===== src/rtl/rtc_pkg.sv =====
package rtc_pkg;

  localparam int NUM_FIELDS = 7;
  localparam int F_SEC   = 0;
  localparam int F_MIN   = 1;
  localparam int F_HOUR  = 2;
  localparam int F_DOW   = 3;
  localparam int F_DATE  = 4;
  localparam int F_MONTH = 5;
  localparam int F_YEAR  = 6;

  // reset contents, index 6 (year) first
  localparam logic [NUM_FIELDS-1:0][7:0] FIELD_INIT =
    {8'h00, 8'h01, 8'h01, 8'h01, 8'h00, 8'h00, 8'h00};

  typedef struct packed {
    logic                  secTick;
    logic [NUM_FIELDS-1:0] fieldWr;
    logic                  snapLoad;
  } rtcStrobe_t;

  function automatic logic [7:0] bcdInc(input logic [7:0] v);
    if (v[3:0] == 4'd9) return {v[7:4] + 4'd1, 4'd0};
    else                return {v[7:4], v[3:0] + 4'd1};
  endfunction

  // last legal date of a month, BCD; century bit ignored
  function automatic logic [7:0] monthLast(input logic [7:0] mon,
                                           input logic [7:0] yr);
    logic [1:0] mod4;
    mod4 = yr[1:0] + {yr[4], 1'b0};
    case (mon[4:0])
      5'h02:                      return (mod4 == 2'd0) ? 8'h29 : 8'h28;
      5'h04, 5'h06, 5'h09, 5'h11: return 8'h30;
      default:                    return 8'h31;
    endcase
  endfunction

endpackage


===== src/rtl/rtc_ctrl.sv =====
module rtc_ctrl
  import rtc_pkg::*;
#(
  parameter int PRESCALE = 32768
) (
  input  logic       clk,
  input  logic       rstN,
  input  logic       tick32k,
  input  logic       wrEn,
  input  logic [2:0] wrAddr,
  input  logic       snapReq,
  output rtcStrobe_t strobes,
  output logic       sqwOut
);

  localparam int CNT_W = (PRESCALE > 2) ? $clog2(PRESCALE) : 1;
  localparam logic [CNT_W-1:0] LAST = CNT_W'(PRESCALE - 1);
  localparam logic [CNT_W-1:0] HALF = CNT_W'(PRESCALE / 2);

  logic [CNT_W-1:0] presCnt;
  logic [NUM_FIELDS-1:0] fieldWr;

  for (genvar i = 0; i < NUM_FIELDS; i++) begin : g_dec
    assign fieldWr[i] = wrEn && (wrAddr == 3'(i));
  end

  always_ff @(posedge clk or negedge rstN) begin
    if (!rstN)              presCnt <= '0;
    else if (fieldWr[F_SEC]) presCnt <= '0;
    else if (tick32k)        presCnt <= (presCnt == LAST) ? '0 : presCnt + 1'b1;
  end

  always_comb begin
    strobes.secTick  = tick32k && (presCnt == LAST) && !fieldWr[F_SEC];
    strobes.fieldWr  = fieldWr;
    strobes.snapLoad = snapReq;
  end

  assign sqwOut = (presCnt >= HALF);

  assert_cnt_range_R12: assert property (@(posedge clk) disable iff (!rstN)
    presCnt <= LAST);

  assert_secwr_clear_R9: assert property (@(posedge clk) disable iff (!rstN)
    fieldWr[F_SEC] |=> (presCnt == '0));

  assert_sqw_on_enable_R10: assert property (@(posedge clk) disable iff (!rstN)
    !$stable(sqwOut) |-> ($past(tick32k) || $past(fieldWr[F_SEC])));

endmodule


===== src/rtl/rtc_datapath.sv =====
module rtc_datapath
  import rtc_pkg::*;
(
  input  logic       clk,
  input  logic       rstN,
  input  rtcStrobe_t strobes,
  input  logic [7:0] wrData,
  input  logic [2:0] rdAddr,
  output logic [7:0] rdData
);

  logic [NUM_FIELDS-1:0][7:0] liveQ, advD, snapQ;

  always_comb begin
    logic minC, hrC, dayC, monC, yrC;
    logic [7:0] hr, incd;
    advD = liveQ;
    minC = 1'b0; hrC = 1'b0; dayC = 1'b0; monC = 1'b0; yrC = 1'b0;
    hr = liveQ[F_HOUR];
    incd = 8'h00;

    if (liveQ[F_SEC] == 8'h59) begin advD[F_SEC] = 8'h00; minC = 1'b1; end
    else advD[F_SEC] = bcdInc(liveQ[F_SEC]);

    if (minC) begin
      if (liveQ[F_MIN] == 8'h59) begin advD[F_MIN] = 8'h00; hrC = 1'b1; end
      else advD[F_MIN] = bcdInc(liveQ[F_MIN]);
    end

    if (hrC) begin
      if (hr[6]) begin
        incd = bcdInc({3'b000, hr[4:0]});
        if (hr[4:0] == 5'h11) begin
          advD[F_HOUR] = {2'b01, ~hr[5], 5'h12};
          dayC = hr[5];
        end else if (hr[4:0] == 5'h12) advD[F_HOUR] = {2'b01, hr[5], 5'h01};
        else advD[F_HOUR] = {2'b01, hr[5], incd[4:0]};
      end else begin
        incd = bcdInc({2'b00, hr[5:0]});
        if (hr[5:0] == 6'h23) begin advD[F_HOUR] = 8'h00; dayC = 1'b1; end
        else advD[F_HOUR] = {2'b00, incd[5:0]};
      end
    end

    if (dayC) begin
      advD[F_DOW] = (liveQ[F_DOW] == 8'h07) ? 8'h01 : bcdInc(liveQ[F_DOW]);
      if (liveQ[F_DATE] == monthLast(liveQ[F_MONTH], liveQ[F_YEAR])) begin
        advD[F_DATE] = 8'h01; monC = 1'b1;
      end else advD[F_DATE] = bcdInc(liveQ[F_DATE]);
    end

    if (monC) begin
      if (liveQ[F_MONTH][4:0] == 5'h12) begin
        advD[F_MONTH] = {liveQ[F_MONTH][7], 7'h01}; yrC = 1'b1;
      end else advD[F_MONTH] = {liveQ[F_MONTH][7], 2'b00, bcdInc({3'b000, liveQ[F_MONTH][4:0]})[4:0]};
    end

    if (yrC) begin
      if (liveQ[F_YEAR] == 8'h99) begin
        advD[F_YEAR] = 8'h00;
        advD[F_MONTH][7] = ~liveQ[F_MONTH][7];
      end else advD[F_YEAR] = bcdInc(liveQ[F_YEAR]);
    end
  end

  for (genvar i = 0; i < NUM_FIELDS; i++) begin : g_field
    always_ff @(posedge clk or negedge rstN) begin
      if (!rstN)                   liveQ[i] <= FIELD_INIT[i];
      else if (strobes.fieldWr[i]) liveQ[i] <= wrData;
      else if (strobes.secTick)    liveQ[i] <= advD[i];
    end

    always_ff @(posedge clk or negedge rstN) begin
      if (!rstN)                 snapQ[i] <= FIELD_INIT[i];
      else if (strobes.snapLoad) snapQ[i] <= liveQ[i];
    end
  end

  always_comb begin
    rdData = 8'h00;
    for (int i = 0; i < NUM_FIELDS; i++)
      if (rdAddr == 3'(i)) rdData = snapQ[i];
  end

  assert_snap_hold_R11: assert property (@(posedge clk) disable iff (!rstN)
    !strobes.snapLoad |=> $stable(snapQ));

  assert_sec_quiet_R12: assert property (@(posedge clk) disable iff (!rstN)
    (!strobes.secTick && !strobes.fieldWr[F_SEC]) |=> $stable(liveQ[F_SEC]));

  assert_century_R7: assert property (@(posedge clk) disable iff (!rstN)
    !$stable(liveQ[F_MONTH][7]) |->
      ($past(strobes.fieldWr[F_MONTH]) ||
       ($past(liveQ[F_YEAR]) == 8'h99 && liveQ[F_YEAR] == 8'h00)));

  assert_dow_range_R8: assert property (@(posedge clk) disable iff (!rstN)
    (liveQ[F_DOW] >= 8'h01) && (liveQ[F_DOW] <= 8'h07));

endmodule


===== src/rtl/bcd_rtc_core.sv =====
module bcd_rtc_core
  import rtc_pkg::*;
#(
  parameter int PRESCALE = 32768
) (
  input  logic       clk,
  input  logic       rstN,
  input  logic       tick32k,
  input  logic       wrEn,
  input  logic [2:0] wrAddr,
  input  logic [7:0] wrData,
  input  logic       snapLoad,
  input  logic [2:0] rdAddr,
  output logic [7:0] rdData,
  output logic       sqwOut
);

  rtcStrobe_t strobes;

  rtc_ctrl #(.PRESCALE(PRESCALE)) u_ctrl (
    .clk(clk), .rstN(rstN), .tick32k(tick32k), .wrEn(wrEn),
    .wrAddr(wrAddr), .snapReq(snapLoad), .strobes(strobes), .sqwOut(sqwOut)
  );

  rtc_datapath u_data (
    .clk(clk), .rstN(rstN), .strobes(strobes), .wrData(wrData),
    .rdAddr(rdAddr), .rdData(rdData)
  );

endmodule


===== config.mk =====
export PLATFORM = sky130hd
export DESIGN_NAME = bcd_rtc_core
export DESIGN_NICKNAME = d
export VERILOG_FILES = /design/src/rtl/rtc_pkg.sv /design/src/rtl/rtc_ctrl.sv /design/src/rtl/rtc_datapath.sv /design/src/rtl/bcd_rtc_core.sv
export SDC_FILE = /design/constraint.sdc
export NUM_CORES = 1
export LEC_CHECK = 0
export CAP_MARGIN = 25
export CORE_UTILIZATION = 50
export CTS_CLUSTER_SIZE = 8
export DETAILED_ROUTE_END_ITERATION = 16
export PLACE_DENSITY = 0.77
export SETUP_SLACK_MARGIN = 0.05
export SLEW_MARGIN = 20
export SYNTH_ARGS = -nofsm -noshare
export SYNTH_HDL_FRONTEND = slang
export SYNTH_SLANG_ARGS = --single-unit

===== constraint.sdc =====
create_clock -name clk -period 5.9 [get_ports clk]
set_input_delay 0.885 -clock clk [delete_from_list [all_inputs] [get_ports clk]]
set_output_delay 0.885 -clock clk [all_outputs]
set_load 0.01 [all_outputs]

**Word-level counts from Yosys, hierarchy flattened**

Cells that the tools add are included.

- Bitwise gates (word level): 2
- $lt $le $gt $ge: 1
- Equality and inequality tests: 36
- $add $sub $neg: 17
- Mux-type cells: 62
- Reduce and logical (&&, ||, !) cells: 49

Operators by type and width:

| cell | number |
|---|---|
| 8-bit two-way mux | 36 |
| 4-bit by 1-bit adder with 4-bit output, second input constant | 12 |
| 15-bit two-way mux | 3 |
| 4-bit equality test, second input constant | 7 |
| 2-bit nonzero test | 14 |
| 5-bit equality test, second input constant | 4 |
| 5-bit two-way mux | 4 |
| 3-bit equality test, second input constant | 6 |
| 3-bit nonzero test | 6 |
| 8-bit by 7-bit equality test with 1-bit output, second input constant | 2 |
| 16-bit two-way mux | 1 |
| 8-bit case mux with 2 select lines | 1 |
| 15-bit by 1-bit adder with 15-bit output, second input constant | 1 |
| 15-bit equality test, second input constant | 1 |
| 15-bit greater-or-equal comparator, second input constant | 1 |
| 3-bit AND reduction | 5 |
| 2-bit AND reduction | 7 |
| 1-bit two-way mux | 13 |
| 3-bit by 2-bit equality test with 1-bit output, second input constant | 4 |
| 6-bit two-way mux | 2 |
| 5-bit by 3-bit equality test with 1-bit output, second input constant | 2 |
| 1-bit logical AND | 9 |
| 9-bit two-way mux | 1 |
| 8-bit by 3-bit equality test with 1-bit output, second input constant | 1 |
| other kinds (19) | 24 |

- Output and inout port bits: 9
- Logic and storage cells: 191
- Bits in registers: 127
- Bits of input ports: 19

**Depth between registers and ports, before layout**

Gate-level depths: netlist of the first run.

- Depth after elaboration: 12
- Gate-level depth with buffers: 10
- Gate-level depth less buffers: 8

**Hierarchy**

A second synthesis of the first run with hierarchy kept.

- Cell total of the unflattened synthesis: 735
- Area, all modules: 7240.7 µm²

Modules (own cells, without submodules):

| module | cells an instance | area each (µm²) | times used | sequential area each (µm²) |
|---|---|---|---|---|
| rtc_datapath | 635 | 6279.8 | 1 | 2810.2 |
| rtc_ctrl | 100 | 960.9 | 1 | 375.4 |

**Least setup slack after synthesis of the first run**

Ideal clock, no wire load.

- Path type: in2out
- Start: in rdAddr[0]
- End: out rdData[6]
- Data required time: 5.015 ns
- Path buffers: 3
- Stages on the path: 7
- Slack: 2.616 ns
- Arrival time: 2.399 ns
- Cell sequence: clkbuf_1 > buf_1 > buf_1 > nor2_1 > o21ai_0 > o21ai_0 > a22oi_1

- Cells in the longest elaborated chain, start to end: 8
- Elaborated cells between the ends (all ways): 14
- Classes of those cells: eq/ne (6); mux (7); reduce/logical (1)

RTL lines:

| element | line | text |
|---|---|---|
| start: declaration | bcd_rtc_core.sv:13 | `input logic [2:0] rdAddr,` |
| 3-bit zero test | rtc_datapath.sv:82 | `if (rdAddr == 3'(i)) rdData = snapQ[i];` |
| 8-bit two-way mux (6 in a row) | rtc_datapath.sv:82 |  |
| 8-bit two-way mux (*) | rtc_datapath.sv:82 |  |
| end: declaration | bcd_rtc_core.sv:14 | `output logic [7:0] rdData,` |

Every way passes the cells marked *; elsewhere a longest branch is shown, timed or not.

**Final worst setup path of the first run**

- Start: in rdAddr[0]
- End: out rdData[3]

The elaborated chain is that of the path after synthesis.

==> results of run 1 <==
## metrics by stage
stage | utilization, % | cell area, um2
after floorplan | - | 7360
final | 59.3 | 8360
after CTS | 59.1 | 8340
after detailed placement | 54.9 | 7740
after global routing | 59.3 | 8360
after global placement | 54.9 | 7740
## cell type report
class | count | area share, %
tap | 180 | 2.70
timing repair buffer | 34 | 3.83
multi-input combinational | 571 | 47.2
sequential | 127 | 38.1
clock buffer | 22 | 5.79
clock inverter | 9 | 1.29
inverter | 24 | 1.08
## cell families (layout without fill, tap and decap cells)
kind of cell / Yosys count / in the layout
flops: 127 / 127
compound gates: 177 / 177
xor+xnor: 15 / 15
fa+ha+maj: 22 / 22
simple gates: 281 / 281
buf+inv: 59 / 89
mux: 76 / 76
## cell usage in the layout, fill, tap and decap left out, types with 4 or more instances in the layout
cell / n
mux4_2: 4
a21oi_1: 49
o21ai_0: 54
nand2_1: 66
and3_1: 9
ha_1: 22
nor4b_1: 5
mux2i_1: 10
mux2_2: 62
nand2b_1: 10
nand3_1: 31
nor3_1: 15
and3b_1: 4
dfstp_2: 6
dfrtp_1: 121
nand4_1: 11
nand3b_1: 7
or2_2: 4
nor2b_1: 11
clkbuf_16: 17
or3_1: 5
xor2_1: 11
a32oi_1: 4
o31ai_1: 6
inv_1: 24
a211oi_1: 5
buf_4: 6
o211ai_1: 5
clkdlybuf4s50_1: 25
o21a_1: 4
nor3b_1: 4
o22ai_1: 9
a31oi_1: 14
xnor2_1: 4
nor2_1: 66
and2_1: 7
clkbuf_8: 4
## state kept, by name, summed over array words and instances (netlist names)
| name | flops |
|---|---|
| u_ctrl.presCnt | 15 |
| u_data.liveQ | 56 |
| u_data.snapQ | 56 |
## synthesized netlist by cell type (all sizes together), types with 10 or more instances
| master | count |
|---|---|
| nor2b | 11 |
| ha | 22 |
| a21oi | 49 |
| a31oi | 14 |
| nor3 | 15 |
| mux2 | 62 |
| nor2 | 66 |
| buf | 11 |
| clkbuf | 24 |
| nand3 | 31 |
| nand2 | 66 |
| dfrtp | 121 |
| nand4 | 13 |
| o21ai | 55 |
| inv | 24 |
| nand2b | 10 |
| mux2i | 10 |
| xor2 | 11 |
## per-layer routing
layer,track usage [%],routed length [um],up-vias
met5,0,0,-
met4,13.1,733,0
met3,5.95,1350,54
met2,43.1,9440,264
met1,36.7,8280,3075
li1,-,-,2801
## how the worst max path moves through the flow
stage                end       from  slack (ns)
5_1_grt        rdData[3]  rdAddr[0]        1.64
2_1_floorplan  rdData[6]  rdAddr[0]        2.62
6_report       rdData[3]  rdAddr[0]        1.77
3_3_place_gp   rdData[5]  rdAddr[0]        1.68
3_5_place_dp   rdData[3]  rdAddr[0]        1.61
4_1_cts        rdData[3]  rdAddr[0]        1.56
## power by group through the flow
stage / clock network (mW) / registers (mW) / logic (mW)
6_report: 1.05 / 1.29 / 0.556
5_1_grt: 1.10 / 1.31 / 0.619
4_1_cts: 1.06 / 1.28 / 0.554
3_5_place_dp: 0 / 1.29 / 0.544
3_3_place_gp: 0 / 1.28 / 0.513
2_1_floorplan: 0 / 1.18 / 0.427
==> reports/metrics.cfg, run 1 <==
[clocking]
root_buffer=clkbuf_16
cts.sinks=127
cts_resized=0
clkLatencyLatePin_ns=0.42
cts_tree=done
cts_hold_buf=0
cts_buffers=17
clockBufferDepth=2
clk_transition_reported_paths_ns=0.05
cts_setup_buffers=0
h-tree-depth=4

[floorplan]
die_w_um=123
start_util_pct=52.2
ios=28
placementRows=43
dieArea_um2=15200
fp.dieH_um=123
core_um2=14100

[timing]
post-route-min-period_ns=4.13
slew_viol_final=0
worst_slack_ns=1.77
hold_viol=0
setup_tns_ns=0
fin_hold_ws_ns=0.505
worst_pin_slew_ns=0.909
fmax_ghz=0.242
max_slew_margin_pct=39.4
finalCritPeriodShare_pct=70.0
finalSetupViolations=0
finalClockSkew_ns=0.00923
rsz0062_at_grt=false

[pwr]
power_frac_clock_pct=36.2
seq_power_share_pct=44.6
p_leak_nw=3.44
p_switching_uw=907
total_power_mw=2.90
p_per_area_nw_per_um2=347
swShare_pct=31.3
comb_power_share_pct=19.2
max-vdd-ir-drop_uv=261
intPower_mw=1.99

[critical_path]
cp_num_cells=8
path_max_fanout=14
worstPathArrival_ns=3.24
r2r_start=u_ctrl.presCnt[0]$_DFFE_PN0P_
critical_path.endpoint_type=primary output
critPathLaunchType=input port
worstSetupPathType=in -> out
crit_family=buffers and inverters
reg2reg_slack_ns=2.79
crit_path_max_incr_delay_ns=0.80
r2r_end=u_data.liveQ[51]$_DFFE_PN0P_
crit_path_top_delay_cell=clkdlybuf4s50_1
path_buf_inv=3
ff2ff_path_depth=8
crit_chain=clkdlybuf4s50_1 -> buf_8 -> mux2_2 -> o22ai_1 -> nor2_1 -> a21oi_1 -> a21oi_1 -> clkdlybuf4s50_1
critPathRequiredTime_ns=5.02

[synthesis]
yosysWarnings=0
synthCells=757
synth.top_cell.area_share_pct=41.2
synth-seq-cells=127
synth-simple-area-share_pct=21.0
synthXorXnorAreaFrac_pct=1.79
synth.area.top_cells=dfrtp_1, mux2_2, ha_1
synth_seq_area_share_pct=43.3
synth_largest_area_cell=dfrtp_1
synth_top_family_by_area=simple AND/OR/NAND/NOR gates
synth_compound_area_share_pct=14.8
async_reset_ff_share_pct=100
syn_area_um2=7360
synth_ff_type=dfrtp_1
synth_mux_area_share_pct=12.1
syn_avg_cell_area_um2=9.72
synth-edff-count=0
synth_cell_types=72
syn-num-nets=798
synth_fa_ha_area_share_pct=3.74

[finish]
layout-drive-gt1-share_pct=16.4
fill_cells=1161
num_antenna_cells=0
regArea_um2=3190
finalNetCount=816
multi_input_area_um2=3940
synthToLayoutAreaGrowth_pct=13.6
fin_cells=967

[routing]
routed_via_density=6.41
ant_nets=0
drc=0
first_pass_iters=6
vias=6194
wire_per_inst_um=20.5
totalWireLength_mm=19.8
drt-initial-drc-count=641

[global_route]
antenna_found_initial=0
grt_pass1_vias=5800
grt_pass1_wl_mm=31.3
globalRouteOverflowTotal=0
grt_usage_pct=27.7
grt_start_max_net_pins=70

[placement]
portBuffers=27
place_inst=934
routabilityCongestion=0.891
dpl.hpwl_mm=13.4
pre_cts_slack_ns=1.61

[run]
maxCapViolCount=0

[min_path]
hold_class=reg -> reg
holdPathStages=1
holdPathEnd=u_data.snapQ[36]$_DFFE_PN0P_
min_from=u_data.snapQ[36]$_DFFE_PN0P_

[outcome]
outcome=completed

(Power assumes the default switching activity.)
==> inputs of run 2 (changes only) <==
--- a/config.mk
+++ b/config.mk
@@ -9,7 +9,7 @@
 export CORE_UTILIZATION = 50
 export CTS_CLUSTER_SIZE = 8
 export DETAILED_ROUTE_END_ITERATION = 16
-export PLACE_DENSITY = 0.77
+export PLACE_DENSITY = 0.8
 export SETUP_SLACK_MARGIN = 0.05
 export SLEW_MARGIN = 20
 export SYNTH_ARGS = -nofsm -noshare
==> constraint.sdc (replaced) <==
create_clock -name clk -period 3.44 [get_ports clk]
set_input_delay 0.516 -clock clk [delete_from_list [all_inputs] [get_ports clk]]
set_output_delay 0.516 -clock clk [all_outputs]
set_load 0.01 [all_outputs]
==> reports/metrics.cfg, run 2 (same netlist as run 1, synthesis figures left out) <==
[clocking]
cts_tree=done
root_buffer=clkbuf_16
clkLatencyLatePin_ns=0.42
cts_setup_buffers=0
cts_resized=0
cts_hold_buf=0
h-tree-depth=4
cts_buffers=17
clk_transition_reported_paths_ns=0.05
clockBufferDepth=2
cts.sinks=127

[critical_path]
critPathLaunchType=input port
crit_path_top_delay_cell=clkdlybuf4s50_1
r2r_end=u_data.liveQ[50]$_DFFE_PN0P_
crit_top_cell=clkdlybuf4s50_1
reg2reg_slack_ns=0.76
crit_path_max_incr_delay_ns=0.82
path_buf_inv=2
cp_num_cells=5
crit_chain=clkdlybuf4s50_1 -> nor2b_1 -> o21ai_0 -> a22oi_1 -> clkdlybuf4s50_1
crit_family=buffers and inverters
endpoint=rdData[6]
critical_path.endpoint_type=primary output
critPathRequiredTime_ns=2.92
r2r_start=u_data.liveQ[20]$_DFFE_PN0P_
path_max_fanout=17
worstSetupPathType=in -> out
cp-startpoint=rdAddr[1]
ff2ff_path_depth=9
worstPathArrival_ns=2.55

[timing]
max_slew_margin_pct=48.2
worst_slack_ns=0.376
fmax_ghz=0.326
hold_viol=0
worst_pin_slew_ns=0.776
post-route-min-period_ns=3.06
fin_hold_ws_ns=0.163
rsz0062_at_grt=false
setup_tns_ns=0
finalSetupViolations=0
slew_viol_final=0
finalCritPeriodShare_pct=89.1
finalClockSkew_ns=0.00857

[global_route]
grt_usage_pct=27.1
globalRouteOverflowTotal=0
antenna_found_initial=0
grt_pass1_vias=5889
grt_start_max_net_pins=58
grt_pass1_wl_mm=30.7

[floorplan]
fp.dieH_um=123
core_um2=14100
dieArea_um2=15200
start_util_pct=52.2
placementRows=43
ios=28
die_w_um=123

[finish]
num_antenna_cells=0
fin_cells=978
layout_common_cells=dfrtp_1, nand2_1, nor2_1
reg.largest.list=u_data.liveQ (56), u_data.snapQ (56), u_ctrl.presCnt (15)
finalNetCount=826
layout-drive-gt1-share_pct=17.5
synthToLayoutAreaGrowth_pct=14.7
layout_commonest_cell=dfrtp_1

[min_path]
hold_class=in -> async

[routing]
vias=6098
first_pass_iters=5
drc=0
wire_per_inst_um=19.7
totalWireLength_mm=19.3
ant_nets=0
routed_via_density=6.24
drt-initial-drc-count=489

[pwr]
total_power_mw=4.95
p_leak_nw=3.49
max-vdd-ir-drop_uv=418
p_per_area_nw_per_um2=587

[outcome]
outcome=completed

[placement]
dpl.hpwl_mm=13.3
portBuffers=27
place_inst=946
routabilityCongestion=0.865
pre_cts_slack_ns=0.405

[run]
maxCapViolCount=0

## run 2: cell type report
type	instances	area (um2)
repair buffers	44	403
clock buffers	20	457
well taps	180	225
clock inverters	12	134
fillers	1172	5660
inverters	24	90.1
multi-input cells	571	3940
flip-flops and latches	127	3190
## run 2: how the worst min path moves through the flow
| stage | from | to | slack (ns) | depth (start not counted) |
|---|---|---|---|---|
| after floorplan | rstN | u_ctrl.presCnt[0]$_DFFE_PN0P_ | 0.22 | 0 |
| after global placement | u_data.snapQ[28]$_DFFE_PN0P_ | u_data.snapQ[28]$_DFFE_PN0P_ | 0.49 | 1 |
| after detailed placement | u_data.snapQ[13]$_DFFE_PN0P_ | u_data.snapQ[13]$_DFFE_PN0P_ | 0.49 | 1 |
| after CTS | rstN | u_data.liveQ[39]$_DFFE_PN0P_ | 0.21 | 1 |
| after global routing | rstN | u_data.liveQ[41]$_DFFE_PN0P_ | 0.22 | 1 |
| final | rstN | u_data.liveQ[41]$_DFFE_PN0P_ | 0.16 | 1 |
## run 2: power breakdown
part / total, mW / internal [mW] / switching (mW)
registers: 2.20 / 1.81 / 0.392
clock network: 1.80 / 1.11 / 0.690
logic: 0.951 / 0.478 / 0.474
total: 4.95 / 3.40 / 1.56
## run 2: metrics by stage
| step | area [um2] | util, % |
|---|---|---|
| 2_1_floorplan | 7360 | - |
| 3_3_place_gp | 7850 | 55.7 |
| 3_5_place_dp | 7850 | 55.7 |
| 4_1_cts | 8440 | 59.9 |
| 5_1_grt | 8440 | 59.9 |
| 6_report | 8440 | 59.9 |
## run 2: metal layers
layer	global-route usage, %	wire length (um)
met5	0	0
met4	12.7	561
met3	6.69	1310
met2	43.0	9220
met1	34.8	8210
==> inputs of run 3 (changes only) <==
--- a/config.mk
+++ b/config.mk
@@ -6,10 +6,10 @@
 export NUM_CORES = 1
 export LEC_CHECK = 0
 export CAP_MARGIN = 25
-export CORE_UTILIZATION = 50
+export CORE_UTILIZATION = 45
 export CTS_CLUSTER_SIZE = 8
 export DETAILED_ROUTE_END_ITERATION = 16
-export PLACE_DENSITY = 0.8
+export PLACE_DENSITY = 0.72
 export SETUP_SLACK_MARGIN = 0.05
 export SLEW_MARGIN = 20
 export SYNTH_ARGS = -nofsm -noshare
==> constraint.sdc (replaced) <==
create_clock -name clk -period 3.2 [get_ports clk]
set_input_delay 0.48 -clock clk [delete_from_list [all_inputs] [get_ports clk]]
set_output_delay 0.48 -clock clk [all_outputs]
set_load 0.01 [all_outputs]
==> reports/metrics.cfg, run 3 (same netlist as run 1, synthesis figures left out) <==
[timing]
worst_pin_slew_ns=0.727
slew_viol_final=0
finalCritPeriodShare_pct=91.0
finalSetupViolations=0
setup_tns_ns=0
rsz0062_at_grt=false
hold_viol=0
fmax_ghz=0.343
max_slew_margin_pct=51.5
post-route-min-period_ns=2.91
finalClockSkew_ns=0.00838

[critical_path]
reg2reg_slack_ns=0.57
critical_path.endpoint_type=primary output
path_max_fanout=24
r2r_end=u_data.liveQ[51]$_DFFE_PN0P_
worstSetupPathType=in -> out
r2r_start=u_data.liveQ[41]$_DFFE_PN0P_
crit_path_top_delay_cell=clkdlybuf4s50_1
crit_chain=clkdlybuf4s50_1 -> buf_12 -> mux2_2 -> o22ai_1 -> nor2_1 -> a21oi_1 -> a21oi_1 -> clkdlybuf4s50_1
critPathLaunchType=input port
worstPathArrival_ns=2.43
critPathRequiredTime_ns=2.72
crit_path_max_incr_delay_ns=0.51
ff2ff_path_depth=6

[outcome]
outcome=completed

[clocking]
clkLatencyLatePin_ns=0.43
cts_tree=done
clk_transition_reported_paths_ns=0.06
root_buffer=clkbuf_16
cts_hold_buf=0
cts_setup_buffers=0
h-tree-depth=4
cts.sinks=127
clockBufferDepth=2
cts_buffers=17
cts_resized=0

[global_route]
grt_usage_pct=24.8
globalRouteOverflowTotal=0
antenna_found_initial=0
grt_start_max_net_pins=80
grt_pass1_wl_mm=31.3
grt_pass1_vias=5723

[finish]
layout_common_cells=dfrtp_1, nand2_1, nor2_1
reg.largest.list=u_data.liveQ (56), u_data.snapQ (56), u_ctrl.presCnt (15)
synthToLayoutAreaGrowth_pct=17.1
fill_cells=1427
layout-drive-gt1-share_pct=17.9
finalNetCount=831
regArea_um2=3190
num_antenna_cells=0
layout_commonest_cell=dfrtp_1
finalInstanceArea_um2=8610
multi_input_area_um2=3940

[run]
maxCapViolCount=0

[pwr]
max-vdd-ir-drop_uv=416
p_per_area_nw_per_um2=650
p_leak_nw=3.55

[routing]
drt-initial-drc-count=495
drt-met1-wl_mm=9.05
vias=5965
top_layer_used=met4
totalWireLength_mm=19.2
wl_met2_mm=8.70
wire_per_inst_um=18.8
dr_wl_met3_mm=1.11
ant_nets=0
first_pass_iters=5
drc=0
routed_via_density=5.85

[placement]
portBuffers=27
routabilityCongestion=0.841
dpl_cell_area_um2=7940
dpl.hpwl_mm=13.1

[floorplan]
start_util_pct=46.1
die_w_um=130
core_um2=15900
placementRows=46
fp.dieH_um=130
ios=28
dieArea_um2=16900

[min_path]
hold_class=in -> async

-- run 3: changes by cell type in the layout (fill, tap and decap cells not counted), sizes merged --
cell | previous run | this run
buf | 19 | 24
bufinv | 2 | 6
clkinv | 6 | 3
inv | 26 | 24
clkbuf | 20 | 21
-- run 3: how the worst max path moves through the flow --
| stage | start | endpoint | slack, ns | depth (start not counted) |
|---|---|---|---|---|
| CTS | rdAddr[0] | rdData[3] | 0.29 | 8 |
| finish | rdAddr[0] | rdData[3] | 0.29 | 8 |
| global placement | rdAddr[0] | rdData[5] | 0.35 | 8 |
| floorplan | rdAddr[0] | rdData[6] | 0.73 | 7 |
| detailed placement | rdAddr[0] | rdData[0] | 0.31 | 8 |
| global route | rdAddr[0] | rdData[0] | 0.18 | 8 |
-- run 3: per-stage QoR --
step           cells  hold WS, ns  setup WS, ns  utilization (%)  power [mW]
2_1_floorplan    757        0.184         0.726                -        2.97
3_3_place_gp     987        0.481         0.346             49.8        3.34
3_5_place_dp     987        0.487         0.313             49.8        3.38
4_1_cts         1019       0.0912         0.293             54.0        5.62
5_1_grt         1019        0.114         0.181             54.0        5.89
6_report        1019       0.0694         0.287             54.0        5.60
-- run 3: per-layer routing --
layer	track usage, %	up-vias
met3	5.37	25
met2	37.7	179
met5	0	-
met1	34.8	2927
met4	8.76	0
li1	-	2834
-- run 3: worst max-delay path: cells and delay by family --
kind | cells | cell delay, ns
and+or+nand+nor | 1 | 0.06
AOI/OAI and AO/OA | 3 | 0.37
buffers and inverters | 3 | 1.19
muxes | 1 | 0.35
-- run 3: power by group --
group          internal [mW]  switching [mW]  leakage (nW)
clock network           1.50           0.721         0.323
logic                  0.518           0.496          1.71
registers               1.95           0.424          1.52
-- run 3: area by class of cell --
type | instances | area share [%]
multi-input combinational | 571 | 45.8
inverter | 24 | 1.05
timing repair buffer | 49 | 5.26
sequential | 127 | 37.0
clock buffer | 21 | 5.35
clock inverter | 11 | 2.44
tap | 216 | 3.14
